==> config.mk <==
export PLATFORM = sky130hd
export DESIGN_NAME = qword_mulacc
export DESIGN_NICKNAME = d
export VERILOG_FILES = /design/src/rtl/qmul_pkg.sv /design/src/rtl/qmul_seq.sv /design/src/rtl/qmul_opnd.sv /design/src/rtl/qmul_mac.sv /design/src/rtl/qword_mulacc.sv
export SDC_FILE = /design/constraint.sdc
export NUM_CORES = 1
export LEC_CHECK = 0
export ABC_CLOCK_PERIOD_IN_PS = 7900
export BUFFER_PORTS_ARGS = -buffer_cell sky130_fd_sc_hd__buf_4
export CAP_MARGIN = 10
export CELL_PAD_IN_SITES_DETAIL_PLACEMENT = 1
export CELL_PAD_IN_SITES_GLOBAL_PLACEMENT = 1
export CORE_AREA = 2 2 217 165
export DETAILED_ROUTE_END_ITERATION = 6
export DIE_AREA = 0 0 219 167
export GPL_TIMING_DRIVEN = 0
export PLACE_DENSITY_LB_ADDON = 0.25
export SLEW_MARGIN = 20
export SYNTH_ARGS = -nofsm -noshare
export SYNTH_HDL_FRONTEND = slang
export SYNTH_HIERARCHICAL = 1
export SYNTH_SLANG_ARGS = --single-unit
==> constraint.sdc <==
create_clock -name clk -period 7.9 [get_ports clk]
set_input_delay 0 -clock clk [delete_from_list [all_inputs] [get_ports clk]]
set_output_delay 0 -clock clk [all_outputs]
set_load 0.02 [all_outputs]
==> src/rtl/qmul_pkg.sv <==
package qmul_pkg;

   // Diagonal d = i + j of the product with index idx.
   // Products are numbered by diagonal, with row i rising inside a diagonal.
   function automatic int prod_diag(input int idx);
      int rem;
      int res;
      bit found;
      rem   = idx;
      res   = 0;
      found = 1'b0;
      for (int d = 0; d < 64; d++) begin
         if (!found) begin
            if (rem <= d) begin
               res   = d;
               found = 1'b1;
            end else begin
               rem = rem - (d + 1);
            end
         end
      end
      return res;
   endfunction

   // Row i (index of the V limb) of the product with index idx.
   function automatic int prod_row(input int idx);
      int rem;
      int res;
      bit found;
      rem   = idx;
      res   = 0;
      found = 1'b0;
      for (int d = 0; d < 64; d++) begin
         if (!found) begin
            if (rem <= d) begin
               res   = rem;
               found = 1'b1;
            end else begin
               rem = rem - (d + 1);
            end
         end
      end
      return res;
   endfunction

   // Every product must read a V limb that has already arrived by its step.
   function automatic bit sched_ok(input int k, input int units);
      bit ok;
      ok = 1'b1;
      for (int idx = 0; idx < k * (k + 1) / 2; idx++) begin
         if (prod_row(idx) > idx / units) ok = 1'b0;
      end
      return ok;
   endfunction

endpackage

==> src/rtl/qmul_seq.sv <==
module qmul_seq #(
   parameter int S_SHORT = 3,
   parameter int S_LONG  = 4,
   parameter int STEP_W  = 3
) (
   input  logic              clk,
   input  logic              rst_n,
   input  logic              mode,
   input  logic              slot_en,
   output logic              accept,
   output logic              busy,
   output logic              active,
   output logic [STEP_W-1:0] step
);

   logic              running_q;
   logic [STEP_W-1:0] step_q;
   logic [STEP_W-1:0] len_q;
   logic [STEP_W-1:0] len;

   assign accept = slot_en & ~running_q;
   assign active = accept | running_q;
   assign busy   = running_q;
   assign step   = accept ? '0 : step_q;
   assign len    = accept ? (mode ? STEP_W'(S_LONG) : STEP_W'(S_SHORT)) : len_q;

   always_ff @(posedge clk) begin
      if (!rst_n) begin
         running_q <= 1'b0;
         step_q    <= '0;
         len_q     <= STEP_W'(S_SHORT);
      end else if (active) begin
         step_q    <= step + 1'b1;
         running_q <= (step != STEP_W'(len - 1'b1));
         if (accept) len_q <= len;
      end
   end

endmodule

==> src/rtl/qmul_opnd.sv <==
module qmul_opnd #(
   parameter int W      = 8,
   parameter int K      = 3,
   parameter int STEP_W = 3
) (
   input  logic              clk,
   input  logic              rst_n,
   input  logic              active,
   input  logic [STEP_W-1:0] step,
   input  logic [K*W-1:0]    v_in,
   input  logic              pq_set,
   input  logic [K*W-1:0]    pq_data,
   output logic [K*W-1:0]    v_eff,
   output logic [K*W-1:0]    p_store
);

   logic [K*W-1:0] v_q;

   for (genvar n = 0; n < K; n++) begin : g_limb
      logic here;
      assign here = active && (step == STEP_W'(n));
      // A limb is read straight from the bus in its arrival step, then from storage.
      assign v_eff[n*W +: W] = here ? v_in[n*W +: W] : v_q[n*W +: W];
      always_ff @(posedge clk) begin
         if (!rst_n)    v_q[n*W +: W] <= '0;
         else if (here) v_q[n*W +: W] <= v_in[n*W +: W];
      end
   end

   always_ff @(posedge clk) begin
      if (!rst_n)                 p_store <= '0;
      else if (pq_set && !active) p_store <= pq_data;
   end

endmodule

==> src/rtl/qmul_mac.sv <==
module qmul_mac #(
   parameter int W     = 8,
   parameter int OMEGA = 24,
   parameter int SH_W  = 2
) (
   input  logic [W-1:0]     a,
   input  logic [W-1:0]     b,
   input  logic [SH_W-1:0]  sh,
   input  logic             ok,
   output logic [OMEGA-1:0] term
);

   logic [OMEGA-1:0] prod;

   // Full product fits in OMEGA since OMEGA >= 2W; the shift drops bits above OMEGA.
   assign prod = {{(OMEGA-W){1'b0}}, a} * {{(OMEGA-W){1'b0}}, b};
   assign term = ok ? (prod << (32'(sh) * W)) : '0;

endmodule

==> src/rtl/qword_mulacc.sv <==
module qword_mulacc #(
   parameter int W       = 8,
   parameter int K       = 3,
   parameter int S_SHORT = 3,
   parameter int S_LONG  = 4
) (
   input  logic           clk,
   input  logic           rst_n,
   input  logic           mode,
   input  logic           slot_en,
   input  logic [K*W-1:0] v_in,
   input  logic           pq_set,
   input  logic [K*W-1:0] pq_data,
   output logic [K*W-1:0] q_out,
   output logic [K-1:0]   q_we
);

   localparam int OMEGA  = K * W;
   localparam int NPROD  = K * (K + 1) / 2;
   localparam int UNITS  = (NPROD + S_SHORT - 1) / S_SHORT;
   localparam int STEP_W = $clog2(S_LONG + 1);
   localparam int SH_W   = $clog2(K);

   if (K < 2)              begin : g_bad_k   $error("K must be at least 2");          end
   if (W < 1)              begin : g_bad_w   $error("W must be positive");            end
   if (S_SHORT < 2)        begin : g_bad_s   $error("S_SHORT must be at least 2");    end
   if (S_LONG < S_SHORT)   begin : g_bad_l   $error("S_LONG below S_SHORT");          end
   if (!qmul_pkg::sched_ok(K, UNITS)) begin : g_bad_sched
      $error("schedule reads a V limb before it arrives");
   end

   logic              slot_accept;
   logic              slot_busy;
   logic              slot_active;
   logic [STEP_W-1:0] step;
   logic [OMEGA-1:0]  v_eff;
   logic [OMEGA-1:0]  p_store;
   logic [OMEGA-1:0]  terms [UNITS];
   logic [OMEGA-1:0]  sum;
   logic [OMEGA-1:0]  acc_q;
   logic [K-1:0]      we_d;

   qmul_seq #(.S_SHORT(S_SHORT), .S_LONG(S_LONG), .STEP_W(STEP_W)) u_seq (
      .clk(clk), .rst_n(rst_n), .mode(mode), .slot_en(slot_en),
      .accept(slot_accept), .busy(slot_busy), .active(slot_active), .step(step)
   );

   qmul_opnd #(.W(W), .K(K), .STEP_W(STEP_W)) u_opnd (
      .clk(clk), .rst_n(rst_n), .active(slot_active), .step(step),
      .v_in(v_in), .pq_set(pq_set), .pq_data(pq_data),
      .v_eff(v_eff), .p_store(p_store)
   );

   // Per-unit step program: at step t, unit u forms product t*UNITS+u.
   for (genvar u = 0; u < UNITS; u++) begin : g_unit
      logic [W-1:0]    a_s  [S_SHORT];
      logic [W-1:0]    b_s  [S_SHORT];
      logic [SH_W-1:0] sh_s [S_SHORT];
      logic            ok_s [S_SHORT];
      logic [W-1:0]    a;
      logic [W-1:0]    b;
      logic [SH_W-1:0] sh;
      logic            ok;

      for (genvar t = 0; t < S_SHORT; t++) begin : g_op
         localparam int IDX = t * UNITS + u;
         localparam bit OK  = (IDX < NPROD);
         localparam int RI  = OK ? qmul_pkg::prod_row(IDX) : 0;
         localparam int DI  = OK ? qmul_pkg::prod_diag(IDX) : 0;
         localparam int CJ  = DI - RI;
         assign a_s[t]  = v_eff[RI*W +: W];
         assign b_s[t]  = p_store[CJ*W +: W];
         assign sh_s[t] = SH_W'(DI);
         assign ok_s[t] = OK;
      end

      always_comb begin
         a  = '0;
         b  = '0;
         sh = '0;
         ok = 1'b0;
         for (int t = 0; t < S_SHORT; t++) begin
            if (slot_active && (step == STEP_W'(t))) begin
               a  = a_s[t];
               b  = b_s[t];
               sh = sh_s[t];
               ok = ok_s[t];
            end
         end
      end

      qmul_mac #(.W(W), .OMEGA(OMEGA), .SH_W(SH_W)) u_mac (
         .a(a), .b(b), .sh(sh), .ok(ok), .term(terms[u])
      );
   end

   always_comb begin
      sum = '0;
      for (int u = 0; u < UNITS; u++) sum = sum + terms[u];
   end

   // Limb n is final after the step holding the last product of diagonal n.
   for (genvar n = 0; n < K; n++) begin : g_we
      localparam int LAST = (n + 1) * (n + 2) / 2 - 1;
      localparam int TN   = LAST / UNITS;
      assign we_d[n] = slot_active && (step == STEP_W'(TN));
   end

   always_ff @(posedge clk) begin
      if (!rst_n) begin
         acc_q <= '0;
         q_we  <= '0;
      end else begin
         q_we <= we_d;
         if (slot_active) acc_q <= (slot_accept ? '0 : acc_q) + sum;
      end
   end

   assign q_out = acc_q;

endmodule

**After elaboration in Yosys (flattened, before gate mapping)**

Cells that the tools add are included.

- Register bits: 74
- Output and inout bits: 27

- Add/sub/neg operators: 4
- $mul: 2
- Eq/ne operators: 3
- Shift operators: 2
- Mux-type cells: 27
- Bitwise operators: 3
- Reductions and logical operators: 7

Operators with widths:

| kind | number |
|---|---|
| 8-bit two-way mux | 13 |
| 24-bit two-way mux | 3 |
| 24-bit adder | 2 |
| 16-bit by 5-bit << shifter with 24-bit output | 2 |
| 8-bit by 8-bit multiplier with 16-bit output | 2 |
| 3-bit two-way mux | 3 |
| 2-bit two-way mux | 3 |
| 1-bit two-way mux | 5 |
| 1-bit logical AND | 4 |
| 3-bit by 1-bit adder with 3-bit output, second input constant | 1 |
| 3-bit by 1-bit equality test with 1-bit output, second input constant | 1 |
| 3-bit by 2-bit equality test with 1-bit output, second input constant | 1 |
| 3-bit logical NOT | 1 |
| 3-bit inequality test | 1 |
| 3-bit by 1-bit subtractor with 3-bit output, second input constant | 1 |
| 2-bit AND reduction | 1 |
| 1-bit bitwise AND | 1 |
| 1-bit logical NOT | 1 |
| 1-bit inverter | 1 |
| 1-bit OR | 1 |

**Longest topological paths before layout**

Gate-level depths: netlist (run 1).

- Depth after elaboration: 14
- Mapped depth: 33

**Hierarchy**

The synthesis (run 1) kept the hierarchy.

By module, submodules not included:

| module | instances | cells each | area an instance (um^2) | sequential area each (um^2) |
|---|---|---|---|---|
| qword_mulacc | 1 | 389 | 3306.9 | 540.5 |
| qmul_mac at g_unit[0].u_mac | 1 | 283 | 2367.3 | 0.0 |
| qmul_mac at g_unit[1].u_mac | 1 | 272 | 2333.5 | 0.0 |
| qmul_opnd | 1 | 186 | 1854.3 | 960.9 |
| qmul_seq | 1 | 38 | 367.9 | 140.1 |

**Worst setup path before layout (run 1)**

OpenSTA, ideal clock, no wires.

- Path type: flip-flop to flip-flop
- From: register u_seq.running_q, in the netlist u_seq/busy
- To: register acc_q[19], in the netlist q_out[19]
- Setup time: 0.079 ns
- Data arrival time: 8.151 ns
- Required time: 7.821 ns
- Slack: -0.330 ns
- Cell stages (with the launch flop): 33
- Buffers on the path: 4
- Period minus slack after synthesis: 8.230 ns
- Cells stage by stage: dfxtp_1 or2_2 clkbuf_1 nand2b_1 nor2_1 and2_1 buf_2 or2_2 buf_2 a22o_1 nand2_1 fa_1 fa_1 inv_1 fa_1 inv_1 fa_1 inv_1 ha_1 a21o_1 a221oi_4 nor4_1 o31a_1 o31ai_1 fa_1 ha_1 buf_2 and3_1 and2_2 a221oi_1 nand4_1 mux2_2 o211ai_1

RTL lines:

| item | RTL line | text |
|---|---|---|
| start, declared | qmul_seq.sv:16 | `logic running_q;` |
| start signal, assigned | qmul_seq.sv:34 | `running_q <= (step != STEP_W'(len - 1'b1));` |
| end signal, assigned | qword_mulacc.sv:115 | `if (slot_active) acc_q <= (slot_accept ? '0 : acc_q) + sum;` |
| end, declared | qword_mulacc.sv:40 | `logic [OMEGA-1:0] acc_q;` |

==> impl_metrics.py, run 1 <==
metrics = {
    "status": {
        "result_of_the_run": "finished clean",
    },
    "logic_synthesis": {
        "syn_area_um2": 10230,
        "synthTopCellsByArea": "sky130_fd_sc_hd__fa_1 (19%), sky130_fd_sc_hd__dfxtp_1 (16%), sky130_fd_sc_hd__ha_1 (12%), sky130_fd_sc_hd__and2_1 (8.6%), sky130_fd_sc_hd__nand2_1 (4.5%)",
        "syn-mean-instance-area_um2": 8.758,
        "synth-async-reset-ratio_pct": 0,
        "yosys.cell_types.count": 83,
        "synthFlopType": "sky130_fd_sc_hd__dfxtp_1",
        "yosys.area.top_type": "sky130_fd_sc_hd__fa_1",
        "yosys.cell_count.top_type": "sky130_fd_sc_hd__and2_1",
        "synth_enable_flop_cells": 0,
        "post_synth_inst_count": 1168,
        "synth.yosys.warnings": 6,
        "ys_seq_area_share_pct": 16.05,
        "ys_top_cells_by_count": "sky130_fd_sc_hd__and2_1 (140), sky130_fd_sc_hd__nand2_1 (123), sky130_fd_sc_hd__inv_1 (115), sky130_fd_sc_hd__fa_1 (96), sky130_fd_sc_hd__ha_1 (96)",
        "synthesis.nets": 1413,
        "synth_top_area_share_pct": 18.79,
        "ys_seq_elements": 82,
    },
    "global_route": {
        "first_pass_grt_wire_length_mm": 55.06,
        "number_of_antenna_violations_at_the_first_check_in_global_routing": 0,
        "global_route.overflow_total": 0,
        "largest_net_degree_at_the_start_of_global_routing": 16,
        "vias_in_the_first_global_route": 9658,
        "grtUsageTotal_pct": 19.53,
    },
    "setup_path": {
        "crit_path_max_fanout": 9,
        "r2r_cells": 32,
        "worst-r2r-setup-slack_ns": 0.007,
        "critical_path.reg2reg.endpoint": "q_out[22]",
        "crit_arrival_ns": 8.21,
        "cp-start-kind": "register",
        "criticalPathCategory": "reg -> reg",
        "setup.worst_path.start": "u_seq/busy",
        "timing.rr.start": "u_seq/busy",
        "timing.critical_path.to": "q_out[22]",
        "critical_path_required_ns": 8.22,
        "cp_peak_stage_delay_ns": 0.57,
        "critical_path.slowest_cell": "sky130_fd_sc_hd__fa_2",
        "worstSetupEndpointType": "register",
    },
    "timing": {
        "skew_ns": 0.008206,
        "final_hold_viol_count": 0,
        "slew-limit-headroom_pct": 42.69,
        "whs_ns": 0.01546,
        "fin_ws_ns": 0.006726,
        "transition_time_at_the_pin_with_the_least_slew_margin_ns": 0.8597,
        "grt_setup_unrepaired": "yes",
        "maxClockFrequency_mhz": 126.7,
        "finalSetupTns_ns": 0,
        "fin_crit_sh_pct": 99.91,
        "final.min_clock_period_ns": 7.893,
        "finalSetupViolations": 0,
        "final-max-slew-violation-count": 0,
    },
    "route": {
        "avgRoutedWirePerCell_um": 19.49,
        "routed_via_count": 9294,
        "drt_iter0_markers": 581,
        "via_per_inst": 5.062,
        "drcViolationCount": 0,
        "drt_wl_total_mm": 35.78,
        "postRouteAntennaNets": 0,
        "firstDrtPassIters": 5,
    },
    "floorplanning": {
        "die_h_um": 167,
        "core_region_area_um2": 34400,
        "floorplan.io_pins": 80,
        "floorplan.rows": 59,
        "initial_core_util_pct": 29.74,
        "floorplan_die_area_um2": 36570,
        "die_width_um": 219,
    },
    "placed_design": {
        "hpwlAfterDp_mm": 27.20,
        "routabilityCongestion": 0.8291,
        "post-place-ws_ns": -1.965,
        "placed_cell_area_um2": 11430,
        "port_buffers": 79,
    },
    "clock_network": {
        "cts_tree": "yes",
        "cts.clk_slew.worst_paths_ns": 0.07,
        "cts.sinks": 82,
        "cts_buffer_depth": 2,
        "cts_root_buf": "sky130_fd_sc_hd__clkbuf_16",
        "h-tree-depth": 3,
        "cts_buffers": 9,
        "worstSkewPairLatency_ns": 0.37,
    },
    "layout": {
        "regArea_um2": 1643,
        "fin_nets": 1619,
        "syn_to_final_growth_pct": 35.33,
        "multi_input_comb_area_um2": 9050,
        "layout_cell_share_with_drive_strength_beyond_1_pct": 29.22,
        "antenna_cells_inserted": 0,
        "stdcell_area_um2": 13840,
        "fill_cells": 4002,
    },
    "hold_path": {
        "worstHoldPathType": "in -> reg",
    },
    "power": {
        "irDropWorstVdd_uv": 83.33,
        "totalPowerFinal_mw": 1.596,
        "power_per_cell_area_nw_per_um2": 115.3,
        "leakage_nw": 6.419,
    },
    "flow_run": {
        "max_cap_violations": 0,
    },
}
layer usage:
| layer | vias to the layer above | track usage [%] | wire length [µm] |
|---|---|---|---|
| met1 | 4698 | 28.16 | 17330 |
| li1 | 4390 | - | - |
| met5 | - | 0 | 0 |
| met4 | 0 | 5.112 | 625 |
| met3 | 37 | 3.014 | 1524 |
| met2 | 169 | 30.24 | 16300 |
layout make-up:
cell class | count | share of cell area [%]
inverter | 117 | 3.208
timing repair buffer | 200 | 12.07
sequential | 82 | 11.87
clock inverter | 6 | 0.3434
buffer | 30 | 1.356
tap | 457 | 4.130
multi-input combinational | 934 | 65.37
clock buffer | 10 | 1.654
stage by stage:
stage	utilization [%]	std cells
global route	40.25	1836
detailed placement	33.23	1704
global placement	33.23	1704
finish	40.25	1836
floorplan	-	1168
CTS	37.64	1791
flip-flops by register name (all words and copies together), names as in the netlist:
signal	count
u_seq/busy	1
q_we	3
u_seq/step_q	3
q_out	24
u_opnd/p_store	24
u_seq/len_q	3
u_opnd/v_q	24
what timing repair did:
action	CTS	global route
pin swaps	46	106
gates cloned	1	0
setup buffers	38	47
gates resized for setup	135	122
hold buffers	35	1
hold endpoints to repair	40	1
setup endpoints to repair	16	14
where the power goes:
group	internal [mW]	switching [mW]	leakage [nW]
Combinational	0.318	0.397	5.62
Sequential	0.442	0.0209	0.669
Clock	0.216	0.202	0.134
Total	0.976	0.620	6.42
kinds of logic after synthesis:
| group | count (synthesis) | synth area share, % |
|---|---|---|
| and+or+nand+nor | 426 | 22.63 |
| AOI/OAI and AO/OA | 243 | 17.38 |
| adders and majority gates | 192 | 30.53 |
| buffers and inverters | 153 | 6.421 |
| DFF | 82 | 16.05 |
| muxes | 37 | 3.926 |
| xor gates and xnor gates | 35 | 3.070 |
how the worst min path moves through the flow:
stage / startpoint / end / slack [ns] / cells past startpoint
3_5_place_dp: pq_data[20] / u_opnd/p_store[20] / 0.28 / 3
4_1_cts: v_in[14] / u_opnd/v_q[14] / 0.0006 / 3
2_1_floorplan: rst_n / u_seq/len_q[0] / 0.06 / 1
3_3_place_gp: pq_data[21] / u_opnd/p_store[21] / 0.27 / 3
5_1_grt: v_in[11] / u_opnd/v_q[11] / 0.02 / 3
6_report: v_in[12] / u_opnd/v_q[12] / 0.02 / 3
layout by cell type, fill, tap and decap left out, drive strengths merged, types with 36 or more instances in the layout:
master       synthesis  final
dfxtp               82     82
nand2              124    124
o21ai               37     37
nor2b               37     37
dlygate4sd3          0     36
and2               145    145
a21oi               45     45
nor2                41     41
fa                  96     96
buf                  8    170
ha                  96     96
inv                115    118
worst max-delay path: cells and delay by family (launching register included):
kind | cells | cell delay (ns)
buffers and inverters | 8 | 0.95
AO/OA/AOI/OAI | 11 | 2.39
flip-flops | 1 | 0.33
XOR/XNOR | 1 | 0.16
AND/OR/NAND/NOR | 4 | 0.78
multiplexers | 1 | 0.32
adder cells (fa/ha/maj) | 7 | 2.88
Power figures use the tool's default switching activity.
==> run 2, diff against run 1 <==
Settings changed: ABC_CLOCK_PERIOD_IN_PS 7900 to 9260.
Clock period 7.9 ns to 9.26 ns, I/O delays scaled along.
==> impl_metrics.py, run 2 (synthesis results as in run 1) <==
metrics = {
    "status": {
        "result_of_the_run": "finished clean",
    },
    "layout": {
        "antenna_cells_inserted": 0,
        "final_common_cell": "sky130_fd_sc_hd__and2_1",
        "syn_to_final_growth_pct": 20.17,
        "stdcell_area_um2": 12290,
        "layout_cell_share_with_drive_strength_beyond_1_pct": 15.91,
        "fill_cells": 4095,
        "fin_nets": 1547,
        "final_cell_count_no_fill": 1764,
        "most-common-layout-cells": "sky130_fd_sc_hd__and2_1 (140), sky130_fd_sc_hd__nand2_1 (123), sky130_fd_sc_hd__inv_1 (115), sky130_fd_sc_hd__fa_1 (96), sky130_fd_sc_hd__ha_1 (96)",
        "postLayoutCoreUtil_pct": 35.74,
    },
    "timing": {
        "fin_crit_sh_pct": 96.31,
        "final.min_clock_period_ns": 8.918,
        "transition_time_at_the_pin_with_the_least_slew_margin_ns": 1.153,
        "grt_setup_unrepaired": "no",
        "fin_ws_ns": 0.3420,
        "final-max-slew-violation-count": 0,
        "skew_ns": 0.01030,
        "whs_ns": 0.01783,
        "slew-limit-headroom_pct": 23.15,
        "maxClockFrequency_mhz": 112.1,
        "final_hold_viol_count": 0,
        "finalSetupViolations": 0,
    },
    "setup_path": {
        "critical_path.slowest_cell": "sky130_fd_sc_hd__fa_1",
        "worstSetupEndpointType": "register",
        "timing.critical_path.mode_cell": "sky130_fd_sc_hd__fa_1",
        "crit_path_max_fanout": 12,
        "cp_peak_stage_delay_ns": 0.54,
        "crit_arrival_ns": 9.22,
        "worst-r2r-setup-slack_ns": 0.34,
        "cp-start-kind": "register",
        "critical_path_required_ns": 9.56,
        "criticalPathCategory": "reg -> reg",
    },
    "clock_network": {
        "cts_tree": "yes",
        "cts.sinks": 82,
        "cts.clk_slew.worst_paths_ns": 0.07,
        "h-tree-depth": 3,
        "worstSkewPairLatency_ns": 0.37,
        "cts_root_buf": "sky130_fd_sc_hd__clkbuf_16",
        "cts_buffer_depth": 2,
        "cts_buffers": 9,
    },
    "placed_design": {
        "hpwlAfterDp_mm": 27.04,
        "placed_cell_area_um2": 11410,
        "placed_cells": 1705,
        "port_buffers": 79,
        "post-place-ws_ns": -1.291,
        "routabilityCongestion": 0.8484,
    },
    "floorplanning": {
        "floorplan_die_area_um2": 36570,
        "initial_core_util_pct": 29.74,
        "die_width_um": 219,
        "die_h_um": 167,
        "floorplan.rows": 59,
        "core_region_area_um2": 34400,
        "floorplan.io_pins": 80,
    },
    "route": {
        "drcViolationCount": 0,
        "routed_via_count": 8787,
        "via_per_inst": 4.981,
        "drt_wl_total_mm": 32.88,
        "drt_iter0_markers": 416,
        "firstDrtPassIters": 5,
        "postRouteAntennaNets": 0,
        "avgRoutedWirePerCell_um": 18.64,
    },
    "power": {
        "leakage_nw": 5.850,
        "irDropWorstVdd_uv": 74.85,
        "power_per_cell_area_nw_per_um2": 102.7,
    },
    "global_route": {
        "number_of_antenna_violations_at_the_first_check_in_global_routing": 0,
        "grtUsageTotal_pct": 18.79,
        "vias_in_the_first_global_route": 9364,
        "first_pass_grt_wire_length_mm": 52.96,
        "global_route.overflow_total": 0,
        "largest_net_degree_at_the_start_of_global_routing": 16,
    },
    "flow_run": {
        "max_cap_violations": 0,
    },
    "hold_path": {
        "worstHoldPathType": "in -> reg",
    },
}
==> run 2: worst paths after layout <==
path,start,endpoint,depth (start not counted)
setup / recovery,u_seq/busy,q_out[21],30
hold reg to reg,u_opnd/p_store[21],u_opnd/p_store[21],2
setup reg to reg,u_seq/busy,q_out[21],30
hold / removal,v_in[23],u_opnd/v_q[23],3
==> run 2: where the power goes <==
| part | switching [mW] | internal, mW | leakage, nW |
|---|---|---|---|
| registers | 0.0161 | 0.377 | 0.668 |
| logic | 0.291 | 0.188 | 5.03 |
| clock network | 0.177 | 0.214 | 0.150 |
| total | 0.484 | 0.779 | 5.85 |
==> run 2: worst max-delay path: cells and delay by family (launching register included) <==
kind	cells	cell delay, ns
buffers and inverters	5	0.69
and+or+nand+nor	13	2.89
DFF	1	0.41
AOI/OAI and AO/OA	5	1.57
adders and majority gates	7	3.28
==> run 2: stage by stage <==
step                      setup TNS (ns)  total power [mW]
after floorplan                        0            0.6892
after global placement            -8.613            0.8422
after detailed placement          -10.26            0.8518
after CTS                              0             1.262
after global routing                   0             1.338
final                                  0             1.263
==> run 2: area by class of cell <==
type | count | area, µm² | area share, %
Buffer | 35 | 217.7 | 1.771
Clock buffer | 10 | 229.0 | 1.863
Clock inverter | 6 | 72.57 | 0.5903
Inverter | 117 | 440.4 | 3.583
Multi-Input combinational cell | 933 | 8078 | 65.71
Sequential cell | 82 | 1642 | 13.35
Tap cell | 457 | 571.8 | 4.651
Timing Repair Buffer | 124 | 1042 | 8.478
==> run 2: per-layer routing <==
layer | GRT usage (%) | wire length, µm
met2 | 29.28 | 14420
met5 | 0 | 0
met4 | 3.790 | 294
met1 | 27.70 | 17180
met3 | 2.338 | 984
==> run 2: what timing repair did <==
action,in CTS,in global routing
pin swaps,0,4
endpoints found under the hold margin,44,0
resized for setup,16,23
setup endpoints to repair,14,12
hold buffers,38,0
setup buffers,0,6
==> run 3, diff against run 2 <==
==> constraint.sdc (replaced) <==
create_clock -name clk -period 9.26 [get_ports clk]
set_input_delay 0.926 -clock clk [delete_from_list [all_inputs] [get_ports clk]]
set_output_delay 0.926 -clock clk [all_outputs]
set_load 0.02 [all_outputs]
==> impl_metrics.py, run 3 (synthesis results as in run 1) <==
metrics = {
    "setup_path": {
        "crit_arrival_ns": 9.23,
        "crit_buf_inv": 6,
        "crit_path_max_fanout": 13,
        "crit_path_depth": 31,
        "critPathTopFamily": "adder cells",
        "critical_path_required_ns": 9.56,
        "cp_peak_stage_delay_ns": 0.55,
        "cp-start-kind": "input pin",
        "criticalPathCategory": "in -> reg",
        "timing.critical_path.mode_cell": "sky130_fd_sc_hd__fa_1",
        "critical_path.slowest_cell": "sky130_fd_sc_hd__fa_1",
        "r2r_cells": 30,
        "worstSetupEndpointType": "register",
    },
    "timing": {
        "finalSetupTns_ns": 0,
        "final_hold_viol_count": 0,
        "maxClockFrequency_mhz": 112.0,
        "skew_ns": 0.01072,
        "finalSetupViolations": 0,
        "final.min_clock_period_ns": 8.931,
        "final-max-slew-violation-count": 0,
        "fin_crit_sh_pct": 96.44,
        "transition_time_at_the_pin_with_the_least_slew_margin_ns": 1.140,
        "grt_setup_unrepaired": "no",
        "slew-limit-headroom_pct": 23.99,
    },
    "layout": {
        "most-common-layout-cells": "sky130_fd_sc_hd__and2_1 (140), sky130_fd_sc_hd__nand2_1 (123), sky130_fd_sc_hd__inv_1 (115), sky130_fd_sc_hd__fa_1 (96), sky130_fd_sc_hd__ha_1 (96)",
        "final_common_cell": "sky130_fd_sc_hd__and2_1",
        "fin_nets": 1507,
        "layout_cell_share_with_drive_strength_beyond_1_pct": 16.42,
        "fill_cells": 4124,
        "stdcell_area_um2": 11920,
        "syn_to_final_growth_pct": 16.50,
        "antenna_cells_inserted": 0,
    },
    "power": {
        "internal_power_mw": 0.7669,
        "leakage_nw": 5.682,
        "irDropWorstVdd_uv": 74.42,
        "power.share.clock_pct": 31.3,
        "power_frac_seq_pct": 31.5,
        "proportion_of_power_drawn_by_combinational_gates_pct": 37.2,
        "sw_frac_of_total_pct": 38.57,
        "netSwitchingPower_mw": 0.4814,
        "power_per_cell_area_nw_per_um2": 104.7,
    },
    "clock_network": {
        "h-tree-depth": 3,
        "cts_buffer_depth": 2,
        "cts_buffers": 9,
        "cts_tree": "yes",
        "cts_root_buf": "sky130_fd_sc_hd__clkbuf_16",
        "cts.clk_slew.worst_paths_ns": 0.07,
        "postCtsHoldBufs": 0,
        "cts.sinks": 82,
        "worstSkewPairLatency_ns": 0.37,
    },
    "placed_design": {
        "hpwlAfterDp_mm": 27.04,
        "placed_cell_area_um2": 11410,
        "routabilityCongestion": 0.8484,
        "port_buffers": 79,
    },
    "floorplanning": {
        "floorplan.io_pins": 80,
        "floorplan.rows": 59,
        "floorplan_die_area_um2": 36570,
        "die_h_um": 167,
        "initial_core_util_pct": 29.74,
        "core_region_area_um2": 34400,
        "die_width_um": 219,
    },
    "hold_path": {
        "whs_path_depth": 2,
        "worstHoldPathType": "reg -> reg",
    },
    "route": {
        "firstDrtPassIters": 7,
        "drt_iter0_markers": 415,
        "highest_routed_metal_layer": "met4",
        "met3WireLength_um": 949,
        "length_of_routed_wiring_on_met1_mm": 17.10,
        "drcViolationCount": 0,
        "routed_via_count": 8620,
        "drt_wl_total_mm": 32.60,
        "via_per_inst": 5.000,
        "avgRoutedWirePerCell_um": 18.91,
        "met2RoutedLength_mm": 14.28,
        "postRouteAntennaNets": 0,
    },
    "global_route": {
        "number_of_antenna_violations_at_the_first_check_in_global_routing": 0,
        "first_pass_grt_wire_length_mm": 52.21,
        "global_route.overflow_total": 0,
        "grtUsageTotal_pct": 18.55,
        "vias_in_the_first_global_route": 9202,
        "largest_net_degree_at_the_start_of_global_routing": 16,
    },
    "status": {
        "result_of_the_run": "finished clean",
    },
    "flow_run": {
        "max_cap_violations": 0,
    },
}
run 3: path summary, 6_finish.rpt:
check,startpoint,end,slack (ns)
max,slot_en,q_out[21],0.33
min reg2reg,u_opnd/p_store[21],u_opnd/p_store[21],0.47
max reg2reg,u_seq/busy,q_out[21],0.56
min,u_opnd/p_store[21],u_opnd/p_store[21],0.47
run 3: final cells by class:
cell class | count | area [µm²] | share of cell area, %
inverters | 117 | 440.4 | 3.696
multi-input cells | 933 | 8105 | 68.01
flip-flops and latches | 82 | 1642 | 13.77
plain buffers | 34 | 215.2 | 1.806
clock buffers | 10 | 229.0 | 1.921
clock inverters | 6 | 72.57 | 0.6089
repair buffers | 85 | 641.9 | 5.386
well taps | 457 | 571.8 | 4.798
run 3: timing repair:
| item | CTS | global route |
|---|---|---|
| setup endpoints to repair | 15 | 12 |
| pin swaps | 0 | 3 |
| gates resized for setup | 23 | 24 |
| buffers inserted | 0 | 5 |
run 3: metal layers:
| layer | global-route usage, % | vias to the layer above |
|---|---|---|
| li1 | - | 4168 |
| met1 | 27.51 | 4330 |
| met2 | 28.70 | 104 |
| met3 | 2.320 | 18 |
| met4 | 3.731 | 0 |
| met5 | 0 | - |
run 3: worst reg2reg max path, delay by kind of cell (launching register included):
kind            cells  cell delay (ns)
compound gates      6             1.82
fa+ha+maj           7             3.24
buf+inv             5             0.56
flops               1             0.35
simple gates       12             2.64
run 3: power groups by stage:
stage / clock (mW) / combinational, mW / sequential (mW)
after floorplan: 0 / 0.283 / 0.406
after global placement: 0 / 0.442 / 0.400
after detailed placement: 0 / 0.451 / 0.401
after CTS: 0.401 / 0.458 / 0.393
after global routing: 0.413 / 0.513 / 0.396
final: 0.391 / 0.465 / 0.393
run 3: stage by stage:
step / setup WS (ns) / hold slack [ns] / total power [mW] / utilization [%] / instances
finish: 0.3294 / 0.4732 / 1.248 / 34.64 / 1724
floorplan: 0.4485 / 0.4437 / 0.6892 / - / 1168
global placement: -1.793 / 0.4546 / 0.8422 / 33.12 / 1704
global route: 0.001235 / 0.4979 / 1.323 / 34.64 / 1724
CTS: 0.003886 / 0.4762 / 1.252 / 34.29 / 1720
detailed placement: -1.938 / 0.4619 / 0.8518 / 33.17 / 1705
